===== src/rtl/frb_pkg.sv =====
package frb_pkg;

    localparam int DATA_W     = 32;
    localparam int ADDR_W     = 3;
    localparam int NUM_REGS   = 4;
    localparam int NUM_FIELDS = 9;
    localparam int IRQ_REG    = 2;

    typedef enum logic [1:0] {
        ACC_RO,
        ACC_RW,
        ACC_STICKY,
        ACC_PULSE
    } acc_e;

    typedef struct packed {
        acc_e        acc;
        logic        hw;       // a hardware input drives a read-only field
        logic [7:0]  reg_idx;
        logic [6:0]  width;
        logic [31:0] rst;
    } fdesc_t;

    // Field table: order inside one register sets the bit order (LSB first).
    function automatic fdesc_t field_desc(input int idx);
        fdesc_t d;
        d = '{acc: ACC_RO, hw: 1'b0, reg_idx: 8'd0, width: 7'd1, rst: 32'd0};
        case (idx)
            0: d = '{acc: ACC_RO,     hw: 1'b0, reg_idx: 8'd0, width: 7'd32, rst: 32'h6169_616d};
            1: d = '{acc: ACC_RW,     hw: 1'b0, reg_idx: 8'd1, width: 7'd1,  rst: 32'd1};
            2: d = '{acc: ACC_RW,     hw: 1'b0, reg_idx: 8'd1, width: 7'd4,  rst: 32'd5};
            3: d = '{acc: ACC_RO,     hw: 1'b1, reg_idx: 8'd1, width: 7'd8,  rst: 32'd0};
            4: d = '{acc: ACC_STICKY, hw: 1'b1, reg_idx: 8'd2, width: 7'd1,  rst: 32'd0};
            5: d = '{acc: ACC_STICKY, hw: 1'b1, reg_idx: 8'd2, width: 7'd1,  rst: 32'd0};
            6: d = '{acc: ACC_PULSE,  hw: 1'b0, reg_idx: 8'd3, width: 7'd1,  rst: 32'd0};
            7: d = '{acc: ACC_PULSE,  hw: 1'b0, reg_idx: 8'd3, width: 7'd1,  rst: 32'd0};
            8: d = '{acc: ACC_RW,     hw: 1'b0, reg_idx: 8'd3, width: 7'd1,  rst: 32'd0};
            default: d = '{acc: ACC_RO, hw: 1'b0, reg_idx: 8'd0, width: 7'd1, rst: 32'd0};
        endcase
        return d;
    endfunction

    // Bit position of a field: sum of the widths listed before it in its register.
    function automatic int field_lsb(input int idx);
        int sum;
        sum = 0;
        for (int j = 0; j < idx; j++) begin
            if (field_desc(j).reg_idx == field_desc(idx).reg_idx)
                sum += int'(field_desc(j).width);
        end
        return sum;
    endfunction

endpackage


===== src/rtl/frb_field.sv =====
module frb_field
    import frb_pkg::*;
#(
    parameter acc_e           ACC = ACC_RW,
    parameter int             W   = 1,
    parameter logic [W-1:0]   RST = '0,
    parameter bit             HW  = 1'b0
) (
    input  logic         clk,
    input  logic         rst_n,
    input  logic         wr_hit,
    input  logic         rd_hit,
    input  logic [W-1:0] wdata,
    input  logic [W-1:0] hw_in,
    output logic [W-1:0] rd_val,
    output logic [W-1:0] hw_out
);

    typedef struct packed {
        logic [W-1:0] val;
    } fstate_t;

    fstate_t st_d, st_q;

    always_comb begin
        st_d = st_q;
        case (ACC)
            ACC_RW:     if (wr_hit) st_d.val = wdata;
            ACC_STICKY: st_d.val = rd_hit ? hw_in : (st_q.val | hw_in);
            ACC_PULSE:  st_d.val = wr_hit ? wdata : '0;
            default:    st_d.val = RST;
        endcase
    end

    always_ff @(posedge clk or negedge rst_n) begin
        if (!rst_n) st_q <= '{val: RST};
        else        st_q <= st_d;
    end

    always_comb begin
        rd_val = '0;
        hw_out = '0;
        case (ACC)
            ACC_RW: begin
                rd_val = st_q.val;
                hw_out = st_q.val;
            end
            ACC_STICKY: rd_val = st_q.val;
            ACC_PULSE:  hw_out = st_q.val;
            default:    rd_val = HW ? hw_in : RST;
        endcase
    end

    logic unused_field_ins;
    assign unused_field_ins = ^{wdata, hw_in, rd_hit, wr_hit};

    // Checks start one cycle after reset so $past never sees reset-time values.
    logic live_q;
    always_ff @(posedge clk or negedge rst_n) begin
        if (!rst_n) live_q <= 1'b0;
        else        live_q <= 1'b1;
    end

    if (ACC == ACC_STICKY) begin : g_chk_sticky
        a_r6_sticky_captures: assert property (@(posedge clk) disable iff (!rst_n || !live_q)
            (st_q.val & $past(hw_in)) == $past(hw_in));
        a_r6_sticky_holds: assert property (@(posedge clk) disable iff (!rst_n || !live_q)
            !$past(rd_hit) |-> (st_q.val & $past(st_q.val)) == $past(st_q.val));
        a_r7_clear_on_read: assert property (@(posedge clk) disable iff (!rst_n || !live_q)
            $past(rd_hit) |-> (st_q.val & ~$past(hw_in)) == '0);
    end
    if (ACC == ACC_PULSE) begin : g_chk_pulse
        a_r8_pulse_needs_write: assert property (@(posedge clk) disable iff (!rst_n || !live_q)
            (|hw_out) |-> $past(wr_hit));
        a_r8_pulse_one_cycle: assert property (@(posedge clk) disable iff (!rst_n || !live_q)
            ((|hw_out) && !wr_hit) |=> !(|hw_out));
    end
    if (ACC == ACC_RW) begin : g_chk_rw
        a_r3_rw_takes_write: assert property (@(posedge clk) disable iff (!rst_n || !live_q)
            $past(wr_hit) |-> hw_out == $past(wdata));
        a_r3_rw_holds: assert property (@(posedge clk) disable iff (!rst_n || !live_q)
            !$past(wr_hit) |-> $stable(hw_out));
    end

endmodule


===== src/rtl/frb_rdmux.sv =====
module frb_rdmux #(
    parameter int NREG = 4,
    parameter int AW   = 3,
    parameter int DW   = 32
) (
    input  logic          clk,
    input  logic          rst_n,
    input  logic          ren,
    input  logic [AW-1:0] addr,
    input  logic [DW-1:0] words [NREG],
    output logic [DW-1:0] rdata
);

    typedef struct packed {
        logic [DW-1:0] data;
    } rd_state_t;

    rd_state_t rd_d, rd_q;

    always_comb begin
        rd_d.data = '0;
        if (ren) begin
            for (int r = 0; r < NREG; r++) begin
                if (addr == AW'(r)) rd_d.data = words[r];
            end
        end
    end

    always_ff @(posedge clk or negedge rst_n) begin
        if (!rst_n) rd_q <= '0;
        else        rd_q <= rd_d;
    end

    assign rdata = rd_q.data;

    logic live_q;
    always_ff @(posedge clk or negedge rst_n) begin
        if (!rst_n) live_q <= 1'b0;
        else        live_q <= 1'b1;
    end

    a_r2_idle_zero: assert property (@(posedge clk) disable iff (!rst_n || !live_q)
        !$past(ren) |-> rdata == '0);
    a_r10_unmapped_zero: assert property (@(posedge clk) disable iff (!rst_n || !live_q)
        ($past(ren) && (int'($past(addr)) >= NREG)) |-> rdata == '0);

endmodule


===== src/rtl/field_reg_bank.sv =====
module field_reg_bank
    import frb_pkg::*;
(
    input  logic              clk,
    input  logic              rst_n,
    input  logic [ADDR_W-1:0] reg_addr,
    input  logic              reg_wen,
    input  logic [DATA_W-1:0] reg_wdata,
    input  logic              reg_ren,
    output logic [DATA_W-1:0] reg_rdata,
    input  logic [7:0]        status_in,
    input  logic [1:0]        event_in,
    output logic              core_hold,
    output logic [3:0]        gain,
    output logic              narrow_mode,
    output logic              start_pulse,
    output logic              stop_pulse,
    output logic              irq
);

    logic [DATA_W-1:0]     fld_in  [NUM_FIELDS];
    logic [DATA_W-1:0]     fld_rd  [NUM_FIELDS];
    logic [DATA_W-1:0]     fld_out [NUM_FIELDS];
    logic [NUM_FIELDS-1:0] fld_irq;
    logic [DATA_W-1:0]     reg_word [NUM_REGS];

    // Hardware inputs routed to their fields.
    always_comb begin
        for (int i = 0; i < NUM_FIELDS; i++) fld_in[i] = '0;
        fld_in[3] = DATA_W'(status_in);
        fld_in[4] = DATA_W'(event_in[0]);
        fld_in[5] = DATA_W'(event_in[1]);
    end

    for (genvar i = 0; i < NUM_FIELDS; i++) begin : g_fld
        localparam fdesc_t              FD    = field_desc(i);
        localparam int                  FW    = int'(FD.width);
        localparam int                  LSB   = field_lsb(i);
        localparam logic [ADDR_W-1:0]   RADDR = ADDR_W'(FD.reg_idx);

        logic          wr_hit;
        logic          rd_hit;
        logic [FW-1:0] rd_val;
        logic [FW-1:0] hw_out;

        assign wr_hit = reg_wen && (reg_addr == RADDR);
        assign rd_hit = reg_ren && (reg_addr == RADDR);

        frb_field #(
            .ACC (FD.acc),
            .W   (FW),
            .RST (FD.rst[FW-1:0]),
            .HW  (FD.hw)
        ) i_field (
            .clk    (clk),
            .rst_n  (rst_n),
            .wr_hit (wr_hit),
            .rd_hit (rd_hit),
            .wdata  (reg_wdata[LSB +: FW]),
            .hw_in  (fld_in[i][FW-1:0]),
            .rd_val (rd_val),
            .hw_out (hw_out)
        );

        assign fld_rd[i]  = DATA_W'(rd_val) << LSB;
        assign fld_out[i] = DATA_W'(hw_out);
        assign fld_irq[i] = (FD.acc == ACC_STICKY && int'(FD.reg_idx) == IRQ_REG) ? |rd_val : 1'b0;
    end

    // Assemble register words from their positioned fields.
    always_comb begin
        for (int r = 0; r < NUM_REGS; r++) begin
            reg_word[r] = '0;
            for (int i = 0; i < NUM_FIELDS; i++) begin
                if (int'(field_desc(i).reg_idx) == r) reg_word[r] = reg_word[r] | fld_rd[i];
            end
        end
    end

    frb_rdmux #(
        .NREG (NUM_REGS),
        .AW   (ADDR_W),
        .DW   (DATA_W)
    ) i_rdmux (
        .clk   (clk),
        .rst_n (rst_n),
        .ren   (reg_ren),
        .addr  (reg_addr),
        .words (reg_word),
        .rdata (reg_rdata)
    );

    assign irq         = |fld_irq;
    assign core_hold   = fld_out[1][0];
    assign gain        = fld_out[2][3:0];
    assign start_pulse = fld_out[6][0];
    assign stop_pulse  = fld_out[7][0];
    assign narrow_mode = fld_out[8][0];

    logic unused_fld_bits;
    always_comb begin
        unused_fld_bits = 1'b0;
        for (int i = 0; i < NUM_FIELDS; i++)
            unused_fld_bits = unused_fld_bits ^ (^fld_out[i]) ^ (^fld_in[i]);
    end

    logic live_q;
    always_ff @(posedge clk or negedge rst_n) begin
        if (!rst_n) live_q <= 1'b0;
        else        live_q <= 1'b1;
    end

    a_r9_irq_after_event: assert property (@(posedge clk) disable iff (!rst_n || !live_q)
        $past(|event_in) |-> irq);
    a_r9_irq_needs_cause: assert property (@(posedge clk) disable iff (!rst_n || !live_q)
        (irq && !$past(irq)) |-> $past(|event_in));

endmodule


===== config.mk =====
export PLATFORM = sky130hd
export DESIGN_NAME = field_reg_bank
export DESIGN_NICKNAME = d
export VERILOG_FILES = /design/src/rtl/frb_pkg.sv /design/src/rtl/frb_field.sv /design/src/rtl/frb_rdmux.sv /design/src/rtl/field_reg_bank.sv
export SDC_FILE = /design/constraint.sdc
export NUM_CORES = 1
export LEC_CHECK = 0
export BUFFER_PORTS_ARGS = -buffer_cell sky130_fd_sc_hd__buf_4
export CELL_PAD_IN_SITES_DETAIL_PLACEMENT = 1
export CELL_PAD_IN_SITES_GLOBAL_PLACEMENT = 2
export CORE_MARGIN = 1
export CORE_UTILIZATION = 20
export DETAILED_ROUTE_END_ITERATION = 16
export GPL_TIMING_DRIVEN = 0
export PLACE_DENSITY = 0.75
export RECOVER_POWER = 50
export SKIP_LAST_GASP = 1
export SYNTH_ARGS = -nofsm -noshare
export SYNTH_HDL_FRONTEND = slang
export SYNTH_SLANG_ARGS = --single-unit

===== constraint.sdc =====
create_clock -name clk -period 0.9 [get_ports clk]
set_input_delay 0.18 -clock clk [delete_from_list [all_inputs] [get_ports clk]]
set_output_delay 0.18 -clock clk [all_outputs]
set_load 0.01 [all_outputs]

==> Yosys cells after proc, flatten, opt, wreduce, memory -nomap -nowiden <==
Index checks and enable logic that the tools add are counted.
{ "classes": {"n_mul": 0, "n_addsub": 0, "n_mux": 9, "reduce_logical": 5, "eq_ne": 3, "bitwise_logic": 5, "shift": 0, "n_div": 0, "n_lt_le_gt_ge": 0} }
{ "ops": {"columns": ["op", "count"], "rows": [
  ["$mux W31", 5],
  ["$or A5 B13 Y13", 1],
  ["$eq A3 B2 Y1 const B", 2],
  ["$or A1 B5 Y5", 1],
  ["$mux W1", 4],
  ["$eq A3 B1 Y1 const B", 1],
  ["$logic_and A1 B1 Y1", 3],
  ["$logic_not A3 Y1", 1],
  ["$or A1 B1 Y1", 2],
  ["$or A1 B2 Y2", 1],
  ["$reduce_or A2 Y1", 1]
]} }
{ "totals": {"wordCells": 30, "regBits": 42, "ramBits": 0, "romBits": 0, "mem_count": 0, "latch_bits": 0} }

==> Logic depth before layout (Yosys ltp) <==
{ "logic_depth": {"ltp_word": 6, "mapped_depth": 4} }

==> Hierarchy <==
Synthesis repeated with hierarchy kept, for this count alone.
{ "hier_totals": {"cells_unflattened": 273, "area_unflattened_um2": 2909.0} }
{ "modules_own_cells": {"columns": ["mod", "cells_each", "seq_area_each_um2", "area_each_um2", "n_inst"], "rows": [
  ["frb_rdmux", 144, 800.8, 1745.4, 1],
  ["frb_field (g_fld[0].i_field)", 66, 0.0, 488.0, 1],
  ["frb_field (g_fld[2].i_field)", 12, 102.6, 177.7, 1],
  ["frb_field (g_fld[3].i_field)", 17, 0.0, 123.9, 1],
  ["field_reg_bank", 10, 0.0, 97.6, 1],
  ["frb_field (g_fld[4].i_field ...)", 5, 25.0, 47.5, 2],
  ["frb_field (g_fld[6].i_field ...)", 4, 25.0, 42.5, 2],
  ["frb_field (g_fld[1].i_field)", 3, 26.3, 48.8, 1],
  ["frb_field (g_fld[8].i_field)", 3, 25.0, 47.5, 1]
]} }

==> Least setup slack after synthesis <==
No wires, ideal clock.
{ "synth_timing": {"path_type": "in2reg", "from": "input port reg_addr[1]", "to": "register g_fld[2].i_field.st_q, in the netlist g_fld[2].i_field.hw_out[3]", "setup_slack_ps": -125, "setup_ps": 125, "stages": 3, "t_arrival_ps": 900, "cell_sequence": "nor4bb_1 -> buf_4 -> mux2_4"} }
{ "synth_between": {"elab_chain_cells": 2} }
{ "synth_lines": {"columns": ["element", "line", "text"], "rows": [
  ["start: declaration", "field_reg_bank.sv:6", "input logic [ADDR_W-1:0] reg_addr,"],
  ["$eq A3 B1 Y1", "field_reg_bank.sv:46", "assign wr_hit = reg_wen && (reg_addr == RADDR);"],
  ["$logic_and A1 B1 Y1", null, null],
  ["end signal: assignment", "frb_field.sv:36", "if (!rst_n) st_q <= '{val: RST};"],
  ["end signal: assignment", "frb_field.sv:37", "else st_q <= st_d;"],
  ["end: declaration", "frb_field.sv:23", "fstate_t st_d, st_q;"]
]} }
No other way between the ends.
A chain may end at the register's enable or synchronous reset.

==> Worst setup path after layout <==
{ "layout_timing": {"from": "register g_fld[4].i_field.st_q", "to": "output port irq"} }
{ "layout_between": {"elab_chain_cells": 1} }
{ "layout_lines": {"columns": ["element", "line", "text"], "rows": [
  ["start: declaration", "frb_field.sv:23", null],
  ["start signal: assignment", "frb_field.sv:36", null],
  ["start signal: assignment", "frb_field.sv:37", null],
  ["$reduce_or A2 Y1", "field_reg_bank.sv:93", "assign irq = |fld_irq;"],
  ["end: declaration", "field_reg_bank.sv:18", "output logic irq"]
]} }
No other way between the ends.

==> metrics.yaml <==
status: "finished with violations"
violations: "negative setup slack"
end_kind: "output port"
synthDistinctLibCells: 23
maxCapViolCount: 0
synth_top_cells_by_count: "dfrtp_1, buf_4, and2_1"
clk_pin_slew_ns: 0.08
synth_cells: 94
diodes: 0
dr.pass1.iters: 2
arrival_ns: 1.03
skew_ns: 0.000647
ios: 90
cts_root_buffer: "clkbuf_8"
path_class: "flip-flop to output port"
synth.area.mux_share_pct: 5.21
tritoncts.num_buffers: 3
drive_gt1_share_pct: 59.5
ys_seq_area_share_pct: 56.0
hold_viol: 0
drc: 0
postRouteAntennaNets: 0
slew_viol_final: 0
cts_sinks: 24
synth_compound_area_share_pct: 6.95
start_util_pct: 21.0
pre_cts_ws_ns: -0.336
path_delay_family: "flip-flops"
cp-start-kind: "flip-flop"
place_congestion: 0.667
crit_slowest_cell: "dfrtp_1"
whs_ns: 0.0993
rows: 26
synth_edf_count: 0
crit_fanout: 2
hpwl_mm: 2.24
grt_pass1_wl_mm: 4.44
yosysMostFrequentCell: "dfrtp_1"
cts_buffer_depth: 2
fmax_mhz: 825
synth_top_area_share_pct: 48.7
finalSetupViolCount: 36
portBuffers: 52
core_mm2: 0.00514
syn_area_mm2: 0.00108
ys_warn_count: 0
grt_usage_pct: 10.6
timing.final.ws_setup_ns: -0.312
fillCellCount: 602
required_ns: 0.72
crit_chain: "or2_4, buf_6"
ys_async_sr_fraction_pct: 100
ir_drop_mv: 0.501
grt_setup_unrepaired: "yes"
cts_tree: "yes"
antenna_found_initial: 0
post_drt_wl_per_cell_um: 12.2
grt_pass1_vias: 967
fin_crit_sh_pct: 135
synth_top_family_by_area: "buffers and inverters"
power_density_mw_per_mm2: 1390
period_needed_ns: 1.21
die_h_um: 75.5
area_growth_pct: 71.8
die_w_um: 75.5
ys_ff_latch: 24
avgSynthCellArea_um2: 11.5
num_vias: 903
dieArea_mm2: 0.00570
vias_per_cell: 3.79
p_leak_nw: 0.966
synth_simple_gate_area_share_pct: 15.1
synth_area_leaders: "dfrtp_1, buf_4, dfstp_2"
drt_iter0_markers: 4
fin_nets: 218
worst-path-buf-inv: 1
hp-class: "primary input to flip-flop"
critPathMaxStageDelay_ns: 0.40
synth_fa_ha_area_share_pct: 0
routed_wirelength_mm: 2.89
fin_util_pct: 36.1
grt_max_degree: 25
ys.flop_type: "dfrtp_1"
synth_top_cell_by_area: "dfrtp_1"
insertion_delay_ns: 0.26
grt-ovfl-total: 0
htree_levels: 1
synthXorXnorAreaFrac_pct: 0
power breakdown:
group	internal (mW)	switching (mW)	total, mW
Clock	0.315	0.320	0.635
Sequential	1.18	0.0677	1.25
Combinational	0.433	0.257	0.691
Total	1.93	0.645	2.58
registers in the layout (all words and copies together), names as in the netlist:
| name | cells |
|---|---|
| i_rdmux.rdata | 14 |
| g_fld.i_field.hw_out | 8 |
| g_fld.i_field.rd_val | 2 |
final timing paths:
| check | slack [ns] | cells after the start | endpoint | start |
|---|---|---|---|---|
| max | -0.31 | 2 | irq | g_fld[4].i_field.rd_val |
| min | 0.1 | 2 | g_fld[4].i_field.rd_val | event_in[0] |
| max reg2reg | -0.03 | 3 | i_rdmux.rdata[1] | g_fld[2].i_field.hw_out[0] |
| min reg2reg | 0.55 | 2 | g_fld[2].i_field.hw_out[2] | g_fld[2].i_field.hw_out[2] |
| max in group asynchronous | 0.22 | 2 | g_fld[2].i_field.hw_out[0] | rst_n |
| min in group asynchronous | 0.38 | 2 | i_rdmux.rdata[11] | rst_n |
final cells by class:
class / count / area, um^2 / share of cell area [%]
Tap cell: 70 / 87.6 / 4.72
Sequential cell: 24 / 606 / 32.6
Clock buffer: 4 / 45.0 / 2.43
Inverter: 6 / 22.5 / 1.21
Multi-Input combinational cell: 52 / 372 / 20.0
Timing Repair Buffer: 61 / 558 / 30.1
Buffer: 21 / 165 / 8.90
per-stage QoR:
step           cell area (um^2)  TNS [ns]  total power [mW]  cells
2_1_floorplan              1130    -0.302              1.50    103
3_5_place_dp               1610     -3.01              1.79    225
4_1_cts                    1820     -4.69              2.58    238
5_1_grt                    1860     -5.98              2.73    238
6_report                   1860     -4.37              2.58    238
3_3_place_gp               1610     -2.16              1.77    225
cell families after synthesis:
group	Yosys count
buffers and inverters	27
AND/OR/NAND/NOR	25
AO/OA/AOI/OAI	13
multiplexers	4
flip-flops	24
other	1
metal layers:
metal / global-route usage [%] / wire, um
met3: 1.59 / 168
met4: 2.47 / 6
met1: 11.9 / 1170
met2: 20.8 / 1550
met5: 0 / 0
repair_timing:
item | CTS | global route
cloned | 0 | 0
setup buffers | 8 | 1
pin swaps | 1 | 2
hold endpoints to repair | 21 | 0
resized for setup | 28 | 10
hold buffers | 1 | 0
endpoints found under the setup margin | 34 | 38
cell usage in the layout (no fill, tap or decap), types with 2 or more instances in the layout:
master and instances:
buf_6 27, a21o_1 4, clkbuf_1 2, inv_1 5, a21oi_1 4, conb_1 10
o21ai_0 2, mux2_4 4, dfstp_2 3, and2_0 2, dfrtp_1 20, buf_4 51
a21oi_2 3, clkbuf_8 3, nand2_1 5, nand2b_1 2, and2_1 6
Note: power is estimated with default switching activity, not from simulation.
